==> src/rtl/fwd_pkg.sv <==
package fwd_pkg;

    typedef logic [3:0] pci_cmd_t;

    localparam pci_cmd_t CMD_MRD = 4'h6;
    localparam pci_cmd_t CMD_MWR = 4'h7;
    localparam pci_cmd_t CMD_MRM = 4'hC;
    localparam pci_cmd_t CMD_MRL = 4'hE;
    localparam pci_cmd_t CMD_MWI = 4'hF;

    typedef enum logic [1:0] {
        SEL_NP_BASE = 2'd0,
        SEL_NP_LIM  = 2'd1,
        SEL_PF_BASE = 2'd2,
        SEL_PF_LIM  = 2'd3
    } win_sel_e;

    typedef struct packed {
        logic     valid;
        logic     claim;
        logic     down;
        logic     pref;
        pci_cmd_t cmd;
        logic     disc;
    } dec_res_t;

    function automatic logic is_mem_cmd(input pci_cmd_t c);
        return (c == CMD_MRD) || (c == CMD_MWR) || (c == CMD_MRM) ||
               (c == CMD_MRL) || (c == CMD_MWI);
    endfunction

endpackage

==> src/rtl/win_range.sv <==
module win_range #(
    parameter int WIN_W = 12
) (
    input  logic             clk,
    input  logic             rst_n,
    input  logic             wr_base,
    input  logic             wr_limit,
    input  logic [WIN_W-1:0] wdata,
    input  logic [WIN_W-1:0] addr_hi,
    output logic             hit
);
    typedef struct packed {
        logic [WIN_W-1:0] base;
        logic [WIN_W-1:0] limit;
    } win_t;

    win_t win_d, win_q;

    always_comb begin
        win_d = win_q;
        if (wr_base)  win_d.base  = wdata;
        if (wr_limit) win_d.limit = wdata;
    end

    always_ff @(posedge clk or negedge rst_n) begin
        if (!rst_n) begin
            win_q.base  <= '1;
            win_q.limit <= '0;
        end else begin
            win_q <= win_d;
        end
    end

    // inclusive at both ends; an inverted pair can never satisfy both
    assign hit = (addr_hi >= win_q.base) && (addr_hi <= win_q.limit);

endmodule

==> src/rtl/fwd_route.sv <==
module fwd_route #(
    parameter int          ADDR_W = 32,
    parameter logic [31:0] VGA_LO = 32'h000A_0000,
    parameter logic [31:0] VGA_HI = 32'h000B_FFFF
) (
    input  logic              side,
    input  logic              dac,
    input  logic [ADDR_W-1:0] addr,
    input  logic              mem_cmd,
    input  logic              mem_en,
    input  logic              vga_en,
    input  logic              up_nonpf,
    input  logic              np_hit,
    input  logic              pf_hit,
    output logic              claim,
    output logic              down,
    output logic              pref
);
    logic vga_hit;
    logic any_win;

    always_comb begin
        vga_hit = vga_en && (addr >= ADDR_W'(VGA_LO)) && (addr <= ADDR_W'(VGA_HI));
        any_win = np_hit || pf_hit || vga_hit;
        claim   = 1'b0;
        down    = 1'b0;
        pref    = 1'b0;
        if (mem_cmd) begin
            if (!side) begin
                claim = !dac && mem_en && any_win;
                down  = claim;
                pref  = claim && pf_hit && !np_hit && !vga_hit;
            end else begin
                claim = dac || !any_win;
                pref  = claim && !up_nonpf;
            end
        end
    end

endmodule

==> src/rtl/fwd_cmd_xlate.sv <==
module fwd_cmd_xlate
    import fwd_pkg::*;
(
    input  pci_cmd_t cmd_in,
    input  logic     claim,
    input  logic     pref,
    input  logic     mwi_fallback,
    output pci_cmd_t cmd_out
);
    always_comb begin
        cmd_out = cmd_in;
        if (claim) begin
            if (!pref && (cmd_in == CMD_MRM || cmd_in == CMD_MRL)) cmd_out = CMD_MRD;
            if (mwi_fallback && cmd_in == CMD_MWI)                 cmd_out = CMD_MWR;
        end
    end

endmodule

==> src/rtl/mem_fwd_decoder.sv <==
module mem_fwd_decoder
    import fwd_pkg::*;
#(
    parameter int          ADDR_W = 32,
    parameter int          WIN_W  = 12,
    parameter logic [31:0] VGA_LO = 32'h000A_0000,
    parameter logic [31:0] VGA_HI = 32'h000B_FFFF
) (
    input  logic              clk,
    input  logic              rst_n,
    input  logic              cfg_wr_en,
    input  logic [1:0]        cfg_sel,
    input  logic [WIN_W-1:0]  cfg_wdata,
    input  logic              mem_en,
    input  logic              vga_en,
    input  logic              up_nonpf,
    input  logic              req_valid,
    input  logic              req_side,
    input  logic              req_dac,
    input  logic [ADDR_W-1:0] req_addr,
    input  logic [3:0]        req_cmd,
    input  logic              mwi_fallback,
    output logic              dec_valid,
    output logic              dec_claim,
    output logic              dec_down,
    output logic              dec_pref,
    output logic [3:0]        dec_cmd,
    output logic              dec_disc
);
    localparam int NUM_WIN = 2;
    localparam int HI_LSB  = ADDR_W - WIN_W;

    logic [NUM_WIN-1:0] win_hit;
    logic               rt_claim, rt_down, rt_pref;
    pci_cmd_t           xl_cmd;
    dec_res_t           res_d, res_q;

    // window 0 non-prefetchable, window 1 prefetchable; cfg_sel[1] picks the window
    for (genvar g = 0; g < NUM_WIN; g++) begin : g_win
        win_range #(.WIN_W(WIN_W)) u_win (
            .clk      (clk),
            .rst_n    (rst_n),
            .wr_base  (cfg_wr_en && (cfg_sel[1] == g[0]) && !cfg_sel[0]),
            .wr_limit (cfg_wr_en && (cfg_sel[1] == g[0]) &&  cfg_sel[0]),
            .wdata    (cfg_wdata),
            .addr_hi  (req_addr[ADDR_W-1:HI_LSB]),
            .hit      (win_hit[g])
        );
    end

    fwd_route #(.ADDR_W(ADDR_W), .VGA_LO(VGA_LO), .VGA_HI(VGA_HI)) u_route (
        .side     (req_side),
        .dac      (req_dac),
        .addr     (req_addr),
        .mem_cmd  (is_mem_cmd(req_cmd)),
        .mem_en   (mem_en),
        .vga_en   (vga_en),
        .up_nonpf (up_nonpf),
        .np_hit   (win_hit[0]),
        .pf_hit   (win_hit[1]),
        .claim    (rt_claim),
        .down     (rt_down),
        .pref     (rt_pref)
    );

    fwd_cmd_xlate u_xlate (
        .cmd_in       (req_cmd),
        .claim        (rt_claim),
        .pref         (rt_pref),
        .mwi_fallback (mwi_fallback),
        .cmd_out      (xl_cmd)
    );

    always_comb begin
        res_d = '0;
        if (req_valid) begin
            res_d.valid = 1'b1;
            res_d.claim = rt_claim;
            res_d.down  = rt_down;
            res_d.pref  = rt_pref;
            res_d.cmd   = xl_cmd;
            res_d.disc  = rt_claim && (req_addr[1:0] != 2'b00);
        end
    end

    always_ff @(posedge clk or negedge rst_n) begin
        if (!rst_n) res_q <= '0;
        else        res_q <= res_d;
    end

    assign dec_valid = res_q.valid;
    assign dec_claim = res_q.claim;
    assign dec_down  = res_q.down;
    assign dec_pref  = res_q.pref;
    assign dec_cmd   = res_q.cmd;
    assign dec_disc  = res_q.disc;

endmodule

==> config.mk <==
export PLATFORM = sky130hd
export DESIGN_NAME = mem_fwd_decoder
export DESIGN_NICKNAME = d
export VERILOG_FILES = /design/src/rtl/fwd_pkg.sv /design/src/rtl/win_range.sv /design/src/rtl/fwd_route.sv /design/src/rtl/fwd_cmd_xlate.sv /design/src/rtl/mem_fwd_decoder.sv
export SDC_FILE = /design/constraint.sdc
export NUM_CORES = 1
export LEC_CHECK = 0
export ABC_CLOCK_PERIOD_IN_PS = 2700
export BUFFER_PORTS_ARGS = -buffer_cell sky130_fd_sc_hd__buf_2
export CAP_MARGIN = 15
export CORE_MARGIN = 5
export CORE_UTILIZATION = 50
export DETAILED_ROUTE_END_ITERATION = 8
export HOLD_SLACK_MARGIN = 0.03
export MAX_ROUTING_LAYER = met4
export PLACE_DENSITY = 0.77
export SLEW_MARGIN = 15
export SYNTH_ARGS = -nofsm -noshare
export SYNTH_HDL_FRONTEND = slang
export SYNTH_HIERARCHICAL = 1
export SYNTH_SLANG_ARGS = --single-unit
==> constraint.sdc <==
create_clock -name clk -period 2.7 [get_ports clk]
set_input_delay 0.27 -clock clk [delete_from_list [all_inputs] [get_ports clk]]
set_output_delay 0.27 -clock clk [all_outputs]
set_load 0.01 [all_outputs]
==> flow_metrics.py <==
metrics = {
    "global_route": {
        "groute.layer.met1.usage": 0.249,
        "top_usage_layer": "met2",
        "grt_pass1_vias": 2884,
        "antenna_found_initial": 0,
        "grt_pass1_wl_microns": 13300,
        "gr-usage-met3": 0.0369,
        "grt_use_met2": 0.330,
        "grt_usage": 0.206,
        "overflow": 0,
        "grt_max_degree": 46,
    },
    "cells_and_area": {
        "final_cell_area_sq_um": 4190,
        "fin_nets": 544,
        "n_fill_cell": 561,
        "final_core_util": 0.628,
        "regArea_sq_um": 1460,
        "antenna_cells": 0,
        "drive_gt1_frac": 0.347,
        "syn_to_final_growth_pct": 24.2,
        "multiInputGateArea_sq_um": 1830,
    },
    "sta": {
        "hold_viol": 0,
        "maxSlewViolCount": 0,
        "rsz0062_at_grt": "yes",
        "fmax_mhz": 336,
        "clock_skew_ns": 0.00736,
        "setup_viol": 3,
        "period_needed_ns": 2.97,
        "fin_setup_tns_ns": -0.539,
        "whs_ns": 0.107,
        "slew_headroom": 0.329,
        "fin_ws_ns": -0.275,
        "worst_pin_slew_ns": 1.01,
        "period_share": 1.10,
    },
    "synthesis": {
        "ys_seq_elements": 57,
        "synth.avg_cell_area_sq_um": 9.40,
        "synth_cell_type_count": 39,
        "syn_area_sq_um": 3380,
        "ys_warn_count": 6,
        "seq_area_frac_synth": 0.431,
        "netlist_instances": 359,
        "netlist.area_leader.share": 0.245,
        "syn_nets": 467,
        "synth_area_leader_cell": "dfrtp_1",
        "synth_area_leaders": "dfrtp_1 24%, dfstp_2 19%, ha_1 18%",
    },
    "die": {
        "chipHeight_microns": 92.2,
        "num_rows": 30,
        "die_w_microns": 92.2,
        "ios": 69,
        "fp.coreArea_sq_um": 6680,
        "start_util": 0.505,
        "die-area_sq_um": 8490,
    },
    "worst_setup_path": {
        "required_ns": 2.97,
        "cp.arrival_ns": 3.25,
        "crit_type": "flip-flop to flip-flop",
        "worstSetupEndpointType": "flip-flop",
        "crit_path_max_fanout": 4,
        "cp-start-kind": "flip-flop",
    },
    "clock_network": {
        "root_buffer": "clkbuf_8",
        "h-tree-depth": 3,
        "cts_tree": "built",
        "clkTransAtPathRegs_ns": 0.06,
        "clk_path_buf_depth": 2,
        "cts_buffers": 9,
        "clk_latency_ns": 0.34,
        "clock_sinks": 57,
    },
    "route": {
        "viasPerCell": 5.29,
        "drtIter0Drc": 136,
        "finalWirelength_microns": 7850,
        "dr.pass1.iters": 4,
        "vias": 2754,
        "drcViolationCount": 0,
        "wire_per_inst_microns": 15.1,
        "antenna_left": 0,
    },
    "pwr": {
        "max-vdd-ir-drop_mv": 0.334,
        "power.leakage_nw": 2.06,
        "p_per_area_nw_per_um2": 594,
    },
    "placed_design": {
        "dp_hpwl_microns": 6000,
        "gp_congestion": 0.969,
        "place_area_sq_um": 3920,
        "portBuffers": 53,
    },
    "outcome": {
        "status": "finished with violations",
        "violations": "setup timing",
    },
    "flow_run": {
        "drv_cap": 0,
    },
    "worst_hold_path": {
        "hp-class": "input port to asynchronous set/reset pin",
    },
}
-- routing by layer --
| layer | vias up | wire length (microns) |
|---|---|---|
| li1 | 1381 | - |
| met1 | 1289 | 3430 |
| met2 | 65 | 3880 |
| met3 | 19 | 319 |
| met4 | 0 | 229 |
| met5 | - | 0 |
-- per-stage QoR --
step	std cells	worst slack (ns)	power [mW]
floorplan	359	-0.0238	1.49
global placement	504	-0.204	1.70
detailed placement	504	-0.273	1.74
CTS	520	-0.197	2.47
global route	521	-0.367	2.67
finish	521	-0.275	2.49
-- kinds of logic (layout without fill, tap and decap cells) --
logic type,Yosys count,in the layout,share of synthesized area
simple gates,101,101,0.155
compound gates,88,88,0.154
mux,4,4,0.0133
buf+inv,61,143,0.0678
flops,57,57,0.431
fa+ha+maj,48,48,0.178
-- placed cells by master, fill, tap and decap left out, drive strengths merged, types with 8 or more instances in the layout --
cell	Yosys	layout
buf	0	76
a21oi	15	15
nor2	11	11
and2	8	8
dfrtp	33	33
dfstp	24	24
ha	48	48
nand2	52	52
clkbuf	10	13
nand4	8	8
o21ai	48	48
a21o	9	9
inv	51	51
-- Yosys cell counts (all sizes together) --
cell / number
a211oi: 2
a21o: 9
a21oi: 15
a221o: 2
a221oi: 1
a2bb2oi: 2
a311o: 1
a31o: 1
and2: 8
and3: 1
and3b: 1
and4: 2
clkbuf: 10
dfrtp: 33
dfstp: 24
ha: 48
inv: 51
mux2: 4
nand2: 52
nand2b: 2
nand3: 4
nand3b: 1
nand4: 8
nor2: 11
nor2b: 1
nor3b: 1
nor4: 3
nor4b: 1
nor4bb: 2
o211ai: 2
o21a: 2
o21ai: 48
o22ai: 2
o31a: 1
or4: 3
-- flip-flops by register name (all words and copies together) (netlist names) --
name / flops
g_win.u_win/win_q: 48
dec_claim: 1
dec_valid: 1
dec_cmd: 4
dec_down: 1
dec_disc: 1
dec_pref: 1
-- area by class of cell --
type,instances,area share
Clock buffer,13,0.0379
Timing Repair Buffer,76,0.104
Sequential cell,57,0.347
Inverter,51,0.0456
Clock inverter,3,0.00358
Tap cell,80,0.0239
Multi-Input combinational cell,241,0.437
-- final timing paths --
check / start / endpoint / slack (ns) / cells after the start
worst min register to register: g_win[1].u_win/win_q[15] / g_win[1].u_win/win_q[15] / 0.51 / 2
worst max register to register: g_win[1].u_win/win_q[12] / dec_cmd[3] / -0.27 / 12
max in group asynchronous: rst_n / g_win[1].u_win/win_q[12] / 1.80 / 2
min in group clk: req_valid / dec_valid / 0.12 / 1
worst min-delay path: rst_n / g_win[1].u_win/win_q[7] / 0.11 / 1
worst max-delay path: g_win[1].u_win/win_q[12] / dec_cmd[3] / -0.27 / 12
-- worst max-delay path: stages (launching register included) --
cell and delay, ns:
dfstp_2 0.56, ha_4 0.20, nand2b_4 0.14, a21oi_4 0.14, o21ai_2 0.08, a221o_1 0.34, a2bb2oi_2 0.16, or4_1 0.55
a21oi_2 0.15, a21o_1 0.12, nor2_2 0.05, a221oi_2 0.25, and2_4 0.17
-- repair_timing --
action                     CTS  global route
pin swaps                    7             7
buffers inserted             0             2
setup endpoints to repair    3             5
hold buffers                 0             0
gates resized for setup      6             9
-- power by group --
part,leakage [nW],switching (mW),internal (mW)
Sequential,0.664,0.0388,1.03
Combinational,1.30,0.392,0.327
Clock,0.0932,0.329,0.379
No activity file was read; power rests on OpenSTA's default activity.
